**src/rtl/mbus_pkg.sv**
```systemverilog
package mbus_pkg;

  typedef enum logic [2:0] {
    ST_IDLE,
    ST_ARB,
    ST_ADDR1,
    ST_ADDR2,
    ST_DATA1,
    ST_DATA2
  } cycState_e;

  // strobes from control to datapath
  typedef struct packed {
    logic load;     // latch a new request
    logic drvAddr;  // address clocks
    logic drvData;  // data clocks
    logic capture;  // sample busIn at end of data phase
  } dpCtl_t;

endpackage

```
**src/rtl/mbus_ctrl.sv**
```systemverilog
module mbus_ctrl
  import mbus_pkg::*;
(
  input  logic   clk,
  input  logic   rstN,
  input  logic   reqValid,
  input  logic   reqLock,
  input  logic   busGnt,
  input  logic   busBusyIn,
  input  logic   busLockIn,
  input  logic   addrRdy,
  input  logic   dataRdy,
  output logic   reqReady,
  output logic   busReq,
  output logic   busBusyOut,
  output logic   busLockOut,
  output logic   addrStb,
  output logic   dataStb,
  output logic   rspDone,
  output dpCtl_t ctl
);

  cycState_e stateQ, stateD;
  logic      lockHeldQ;
  logic      curLockQ;
  logic      doneQ;
  logic      busFree;
  logic      finish;
  logic      inCycle;

  assign busFree = busGnt && !busBusyIn && !busLockIn;
  assign finish  = (stateQ == ST_DATA2) && dataRdy;

  always_comb begin
    stateD = stateQ;
    unique case (stateQ)
      ST_IDLE:  if (reqValid) stateD = lockHeldQ ? ST_ADDR1 : ST_ARB;
      ST_ARB:   if (busFree) stateD = ST_ADDR1;
      ST_ADDR1: stateD = ST_ADDR2;
      ST_ADDR2: if (addrRdy) stateD = ST_DATA1;
      ST_DATA1: stateD = ST_DATA2;
      ST_DATA2: if (dataRdy) stateD = ST_IDLE;
      default:  stateD = ST_IDLE;
    endcase
  end

  always_ff @(posedge clk) begin
    if (!rstN) begin
      stateQ    <= ST_IDLE;
      lockHeldQ <= 1'b0;
      curLockQ  <= 1'b0;
      doneQ     <= 1'b0;
    end else begin
      stateQ <= stateD;
      doneQ  <= finish;
      if (stateQ == ST_IDLE && reqValid) curLockQ <= reqLock;
      if (finish) lockHeldQ <= curLockQ;
    end
  end

  always_comb begin
    ctl.load    = (stateQ == ST_IDLE) && reqValid;
    ctl.drvAddr = (stateQ == ST_ADDR1) || (stateQ == ST_ADDR2);
    ctl.drvData = (stateQ == ST_DATA1) || (stateQ == ST_DATA2);
    ctl.capture = finish;
  end

  assign inCycle    = ctl.drvAddr || ctl.drvData;
  assign reqReady   = (stateQ == ST_IDLE);
  assign busReq     = (stateQ == ST_ARB);
  assign busBusyOut = inCycle;
  assign busLockOut = lockHeldQ || (inCycle && curLockQ);
  assign addrStb    = ctl.drvAddr;
  assign dataStb    = ctl.drvData;
  assign rspDone    = doneQ;

  AST_STB_EXCLUSIVE: assert property (@(posedge clk) disable iff (!rstN)
    !(addrStb && dataStb));
  AST_ADDR_SEQ: assert property (@(posedge clk) disable iff (!rstN)
    (stateQ == ST_ADDR1) |=> addrStb && !dataStb);
  AST_ARB_BLOCKED: assert property (@(posedge clk) disable iff (!rstN)
    (busReq && !busFree) |=> busReq && !busBusyOut);
  AST_ADDR_WAIT: assert property (@(posedge clk) disable iff (!rstN)
    (stateQ == ST_ADDR2 && !addrRdy) |=> addrStb && !dataStb);
  AST_DATA_WAIT: assert property (@(posedge clk) disable iff (!rstN)
    (stateQ == ST_DATA2 && !dataRdy) |=> dataStb && !rspDone);
  AST_DONE_PULSE: assert property (@(posedge clk) disable iff (!rstN)
    rspDone |=> !rspDone);
  AST_BUSY_OWN: assert property (@(posedge clk) disable iff (!rstN)
    busBusyOut |-> !busReq && !reqReady);

endmodule

```
**src/rtl/mbus_dpath.sv**
```systemverilog
module mbus_dpath
  import mbus_pkg::*;
#(
  parameter int BUS_W = 16
) (
  input  logic             clk,
  input  logic             rstN,
  input  dpCtl_t           ctl,
  input  logic [BUS_W-1:0] reqAddr,
  input  logic [BUS_W-1:0] reqWdata,
  input  logic             reqWrite,
  input  logic             reqIo,
  input  logic             reqInstr,
  input  logic [BUS_W-1:0] busIn,
  output logic [BUS_W-1:0] busOut,
  output logic             busOe,
  output logic             stIo,
  output logic             stWrite,
  output logic             stInstr,
  output logic [BUS_W-1:0] rspRdata
);

  logic [BUS_W-1:0] addrQ, wdataQ, rdataQ;
  logic             writeQ, ioQ, instrQ;

  always_ff @(posedge clk) begin
    if (!rstN) begin
      addrQ  <= '0;
      wdataQ <= '0;
      rdataQ <= '0;
      writeQ <= 1'b0;
      ioQ    <= 1'b0;
      instrQ <= 1'b0;
    end else begin
      if (ctl.load) begin
        addrQ  <= reqAddr;
        wdataQ <= reqWdata;
        writeQ <= reqWrite;
        ioQ    <= reqIo;
        instrQ <= reqInstr;
      end
      if (ctl.capture) rdataQ <= busIn;
    end
  end

  assign busOut   = ctl.drvData ? wdataQ : addrQ;
  assign busOe    = ctl.drvAddr || (ctl.drvData && writeQ);
  assign stIo     = ioQ;
  assign stWrite  = writeQ;
  assign stInstr  = instrQ;
  assign rspRdata = rdataQ;

  AST_STATUS_STABLE: assert property (@(posedge clk) disable iff (!rstN)
    ((ctl.drvAddr || ctl.drvData) && $past(ctl.drvAddr || ctl.drvData))
      |-> $stable({stIo, stWrite, stInstr, addrQ}));
  AST_LOAD_ONLY_IDLE: assert property (@(posedge clk) disable iff (!rstN)
    ctl.load |-> !(ctl.drvAddr || ctl.drvData));
  AST_CAPTURE_IN_DATA: assert property (@(posedge clk) disable iff (!rstN)
    ctl.capture |-> ctl.drvData);
  AST_ADDR_DRIVEN: assert property (@(posedge clk) disable iff (!rstN)
    ctl.drvAddr |-> busOe);

endmodule

```
**src/rtl/mbus_cycle_ctrl.sv**
```systemverilog
module mbus_cycle_ctrl
  import mbus_pkg::*;
#(
  parameter int BUS_W = 16
) (
  input  logic             clk,
  input  logic             rstN,
  input  logic             reqValid,
  input  logic [BUS_W-1:0] reqAddr,
  input  logic [BUS_W-1:0] reqWdata,
  input  logic             reqWrite,
  input  logic             reqIo,
  input  logic             reqInstr,
  input  logic             reqLock,
  output logic             reqReady,
  output logic             rspDone,
  output logic [BUS_W-1:0] rspRdata,
  output logic [BUS_W-1:0] busOut,
  output logic             busOe,
  input  logic [BUS_W-1:0] busIn,
  output logic             addrStb,
  output logic             dataStb,
  input  logic             addrRdy,
  input  logic             dataRdy,
  output logic             stIo,
  output logic             stWrite,
  output logic             stInstr,
  output logic             busReq,
  input  logic             busGnt,
  input  logic             busBusyIn,
  output logic             busBusyOut,
  input  logic             busLockIn,
  output logic             busLockOut
);

  dpCtl_t ctl;

  mbus_ctrl ctrl_i (
    .clk        (clk),
    .rstN       (rstN),
    .reqValid   (reqValid),
    .reqLock    (reqLock),
    .busGnt     (busGnt),
    .busBusyIn  (busBusyIn),
    .busLockIn  (busLockIn),
    .addrRdy    (addrRdy),
    .dataRdy    (dataRdy),
    .reqReady   (reqReady),
    .busReq     (busReq),
    .busBusyOut (busBusyOut),
    .busLockOut (busLockOut),
    .addrStb    (addrStb),
    .dataStb    (dataStb),
    .rspDone    (rspDone),
    .ctl        (ctl)
  );

  mbus_dpath #(.BUS_W(BUS_W)) dpath_i (
    .clk      (clk),
    .rstN     (rstN),
    .ctl      (ctl),
    .reqAddr  (reqAddr),
    .reqWdata (reqWdata),
    .reqWrite (reqWrite),
    .reqIo    (reqIo),
    .reqInstr (reqInstr),
    .busIn    (busIn),
    .busOut   (busOut),
    .busOe    (busOe),
    .stIo     (stIo),
    .stWrite  (stWrite),
    .stInstr  (stInstr),
    .rspRdata (rspRdata)
  );

endmodule

```
**config.mk**
```make
export PLATFORM = sky130hd
export DESIGN_NAME = mbus_cycle_ctrl
export DESIGN_NICKNAME = d
export VERILOG_FILES = /design/src/rtl/mbus_pkg.sv /design/src/rtl/mbus_ctrl.sv /design/src/rtl/mbus_dpath.sv /design/src/rtl/mbus_cycle_ctrl.sv
export SDC_FILE = /design/constraint.sdc
export NUM_CORES = 1
export LEC_CHECK = 0
export ABC_AREA = 0
export CORE_ASPECT_RATIO = 1.1
export CORE_UTILIZATION = 45
export CTS_CLUSTER_SIZE = 12
export DETAILED_ROUTE_END_ITERATION = 12
export DONT_BUFFER_PORTS = 1
export MAX_ROUTING_LAYER = met4
export PLACE_DENSITY = 0.69
export REMOVE_ABC_BUFFERS = 1
export SLEW_MARGIN = 25
export SYNTH_ARGS = -nofsm -noshare
export SYNTH_HDL_FRONTEND = slang
export SYNTH_SLANG_ARGS = --single-unit
```
**constraint.sdc**
```tcl
create_clock -name clk -period 1.7 [get_ports clk]
set_input_delay 0.085 -clock clk [delete_from_list [all_inputs] [get_ports clk]]
set_output_delay 0.085 -clock clk [all_outputs]
set_load 0.01 [all_outputs]
```
Word level (Yosys, flattened, before mapping)
Index checks and enable logic that the tools add are counted.

Reduce and logical (&&, ||, !) cells: 15. Muxes and demuxes: 7. Equality and inequality tests: 9.

Operator list (count): one-hot mux 3 bit (6 select lines) (1); 2-to-1 mux 16 bit (1); 2-to-1 mux 3 bit (4); equality test 3 x 2 -> 1 bit, second input constant (2); equality test 3 bit, second input constant (2); logical AND 1 bit (6); != test 2 bit, second input constant (3); logical OR 1 bit (5); AND reduction 4 bit (1); equality test 3 x 1 -> 1 bit, second input constant (1); zero test 3 bit (1); zero test 1 bit (2); 2-to-1 mux 2 bit (1); != test 2 x 1 -> 1 bit, second input constant (1).

Register bits after elaboration: 57. Output and inout port bits: 43. Word-level logic and storage cells: 41.

Longest topological paths before layout
Depth after elaboration: 5. Mapped depth: 5.

Modules after synthesis
A second synthesis with hierarchy kept.

Cells, all modules: 229. Area total of the unflattened synthesis: 2575.0 sq um.

Modules (own cells, without submodules): mbus_dpath (instances 1, sequential area each 1021.0 sq um, cells each 183, area each 2210.9 sq um); mbus_ctrl (instances 1, sequential area each 120.1 sq um, cells each 46, area each 364.1 sq um).

Worst setup path before layout
Ideal clock, no wire load.

Path kind: reg-to-reg. Start: register ctrl_i.stateQ[0]. End: register dpath_i.addrQ[0]. Library setup time: 0.118 ns. Arrival: 1.244 ns. Required time: 1.582 ns. Cell stages (with the launch flop): 6. Slack: 0.338 ns. Path through: dfxtp_1 -> or4b_1 -> buf_2 -> buf_6 -> nand2_1 -> a21boi_2.

Longest elaborated chain between the ends: 2.

Ends and longest elaborated chain: from (decl) (line mbus_ctrl.sv:23) `cycState_e stateQ, stateD;`; from (signal assigned) (line mbus_ctrl.sv:54) `stateQ <= stateD;`; zero test 3 bit (line mbus_ctrl.sv:62) `ctl.load = (stateQ == ST_IDLE) && reqValid;`; logical AND 1 bit (line mbus_ctrl.sv:62); to (signal assigned) (line mbus_dpath.sv:36) `addrQ <= reqAddr;`; to (decl) (line mbus_dpath.sv:23) `logic [BUS_W-1:0] addrQ, wdataQ, rdataQ;`.

No other way between the ends. A chain may end at the register's enable or synchronous reset.

Final worst setup path
Start: register ctrl_i.stateQ[2]. End: output port busOut[7].

Longest elaborated chain between the ends: 3. Elaborated cells between the ends (all ways): 4. Those cells by class: eq/ne (2); mux (1); reduce/logical (1).

Ends and longest elaborated chain: equality test 3 bit (line mbus_ctrl.sv:64) `ctl.drvData = (stateQ == ST_DATA1) || (stateQ == ST_DATA2);`; logical OR 1 bit * (line mbus_ctrl.sv:64); 2-to-1 mux 16 bit * (line mbus_dpath.sv:46) `assign busOut = ctl.drvData ? wdataQ : addrQ;`; to (decl) (line mbus_cycle_ctrl.sv:18) `output logic [BUS_W-1:0] busOut,`.

Mark *: on every way between the ends. The rest lies on a longest branch, timed or not.

==> impl_metrics.env <==
export IMPL_coreArea_sq_mm=0.005500
export IMPL_p_leak_nw=1.307
export IMPL_crit_start="ctrl_i.stateQ[2]"
export IMPL_grt_overflow=0
export IMPL_drtAntennaViolNets=0
export IMPL_grtUsageTotal=0.2143
export IMPL_synth_area_leaders="dfxtp_1, nand2_1, a21boi_2, mux2_2, a21boi_0"
export IMPL_syn_inst=282
export IMPL_power_density_mw_per_mm2=914.5
export IMPL_dpl_hpwl_um=3360
export IMPL_ys_types=31
export IMPL_yosysSeqAreaShare=0.4359
export IMPL_clk_pin_slew_ps=70
export IMPL_hold_path_class="in -> reg"
export IMPL_io_buffers=0
export IMPL_reg2reg_depth=5
export IMPL_syn_cell_area_sq_mm=0.002618
export IMPL_worstMarginPinSlew_ps=467.0
export IMPL_dieWidth_um=74.72
export IMPL_worstSkewPairLatency_ps=320
export IMPL_critical_path_class="reg -> out"
export IMPL_antenna_cells=0
export IMPL_swShare=0.2641
export IMPL_timing_rr_start="ctrl_i.stateQ[1]"
export IMPL_cp_max_fo=11
export IMPL_whs_endpoint="ctrl_i.stateQ[0]"
export IMPL_ys_seq_elements=57
export IMPL_cp_data_arrival_time_ps=1550
export IMPL_clk_path_buf_depth=2
export IMPL_fp_dieArea_sq_mm=0.006126
export IMPL_grt_pass1_vias=2013
export IMPL_setup_slack_ps=69.69
export IMPL_drt_pass1_iter_count=4
export IMPL_cts_tree="built"
export IMPL_clock_sinks=57
export IMPL_timing_fmax_mhz=613.4
export IMPL_finalNetCount=400
export IMPL_synthArstFlopShare=0
export IMPL_hold_viol_final=0
export IMPL_path_delay_family="multiplexers"
export IMPL_p_comb_frac=0.181
export IMPL_vias_per_cell=5.086
export IMPL_finalClockSkew_ps=7.794
export IMPL_grt_max_degree=58
export IMPL_p_seq_frac=0.458
export IMPL_synth_most_common_cell="nand2_1"
export IMPL_drtIter0Drc=46
export IMPL_p_clk_frac=0.360
export IMPL_maxCapViolations=0
export IMPL_cts_root_buffer="clkbuf_8"
export IMPL_power_switching_mw=0.8408
export IMPL_max_stage_delay_ps=380
export IMPL_post_route_period_util=0.9590
export IMPL_slew_violations=0
export IMPL_cp_start_kind="flop"
export IMPL_routed_via_count=2131
export IMPL_synth_warning_count=0
export IMPL_area_delta_synth_final_pct=32.98
export IMPL_final_min_clock_period_ps=1630
export IMPL_gp_congestion=0.7901
export IMPL_htreeDepth=3
export IMPL_critPathBufInv=2
export IMPL_synth_edf_count=0
export IMPL_r2r_end="dpath_i.rspRdata[10]"
export IMPL_wl_per_cell_um=14.74
export IMPL_antenna_found_initial=0
export IMPL_pre_cts_slack_ps=249.3
export IMPL_power_internal_mw=2.343
export IMPL_syn_area_per_cell_sq_um=9.282
export IMPL_slew_limit_headroom=0.6875
export IMPL_drive_above_1_share=0.2384
export IMPL_finalSetupViolations=0
export IMPL_yosys_area_top_type_share=0.4359
export IMPL_numCtsBuffers=9
export IMPL_initial_utilization=0.4759
export IMPL_synth_top_flop_cell="dfxtp_1"
export IMPL_cp_end_kind="output port"
export IMPL_status="finished clean"
export IMPL_num_rows=28
export IMPL_totalWireLength_um=6174
export IMPL_slowest_stage="mux2_2"
export IMPL_hp_start="rstN"
export IMPL_required_ps=1620
export IMPL_yosys_top_cells_count="nand2_1, dfxtp_1, a21boi_2"
export IMPL_io_pins=103
export IMPL_timing_hold_ws_ps=16.32
export IMPL_grt_pass1_wl_um=9432
export IMPL_whs_path_depth=2
export IMPL_synth_top_cell_by_area="dfxtp_1"
export IMPL_fp_dieH_um=81.99
export IMPL_vdd_drop_max_v=0.0005518
export IMPL_drc_errors=0
export IMPL_crit_chain="buf_6 -> nor2b_4 -> buf_12 -> mux2_2"
export IMPL_r2r_slack_ps=180
==> metal layers <==
layer  global-route usage  share of wire  up-vias
met5                    -              0        -
met1               0.2408           0.42      994
met2               0.3459           0.51       67
met3              0.07607          0.050       13
met4              0.08491          0.021        0
li1                     -              -     1057
==> power by group through the flow <==
stage / Sequential (mW) / Clock (mW) / Combinational [mW]
detailed placement: 1.49 / 0 / 0.441
floorplan: 1.49 / 0 / 0.302
global route: 1.47 / 1.26 / 0.631
global placement: 1.48 / 0 / 0.430
finish: 1.46 / 1.15 / 0.577
CTS: 1.46 / 1.17 / 0.575
==> through the flow <==
stage | TNS, ps | util | total power, mW | instances | instance area, sq um
after CTS | 0 | 0.6313 | 3.201 | 418 | 3472
final | 0 | 0.6328 | 3.183 | 419 | 3481
after global routing | -2.090 | 0.6328 | 3.362 | 419 | 3481
after detailed placement | 0 | 0.4868 | 1.926 | 346 | 2678
after floorplan | -2914 | - | 1.796 | 261 | 2471
after global placement | 0 | 0.4868 | 1.914 | 346 | 2678
==> sequential cells by signal, summed over array words and instances (netlist names), 3 cells and up <==
register,flops
dpath_i.wdataQ,16
dpath_i.rspRdata,16
ctrl_i.stateQ,3
dpath_i.addrQ,16
==> final cells by class <==
cell class	count	area (sq um)
flip-flops and latches	57	1142
multi-input cells	204	1338
well taps	75	93.84
clock inverters	3	15.01
clock buffers	12	165.2
repair buffers	68	726.9
fillers	457	2019
==> worst max path at each step <==
stage | endpoint | slack, ps | depth (start not counted)
2_1_floorplan | ctrl_i.curLockQ | -80 | 3
6_report | busOut[7] | 70 | 4
3_3_place_gp | busLockOut | 260 | 5
4_1_cts | busLockOut | 0.6 | 5
3_5_place_dp | busLockOut | 250 | 5
5_1_grt | busLockOut | -2 | 5
==> logic make-up (layout without fill, tap and decap cells) <==
logic type,after synthesis,after routing,share of synthesized area
flops,57,57,0.4359
buf+inv,21,83,0.05593
simple gates,128,128,0.2237
compound gates,60,60,0.2156
mux,16,16,0.06883
==> cells in the final DEF (no fill, tap or decap), drive strengths merged, types with 2 or more instances in the layout <==
master	count
a21boi	53
a21o	2
buf	14
clkbuf	12
clkinv	3
dfxtp	57
dlygate4sd3	54
mux2	16
nand2	108
nand4b	3
nor2b	4
nor3b	2
==> repair_timing <==
action                                  CTS  global route
hold buffers                             54             1
pin swaps                                 2             1
hold endpoints to repair                 56             1
buffers inserted                          2             0
gates cloned                              1             0
gates resized for setup                   5             2
endpoints found under the setup margin   18             9
No activity file was read; power rests on OpenSTA's default activity.
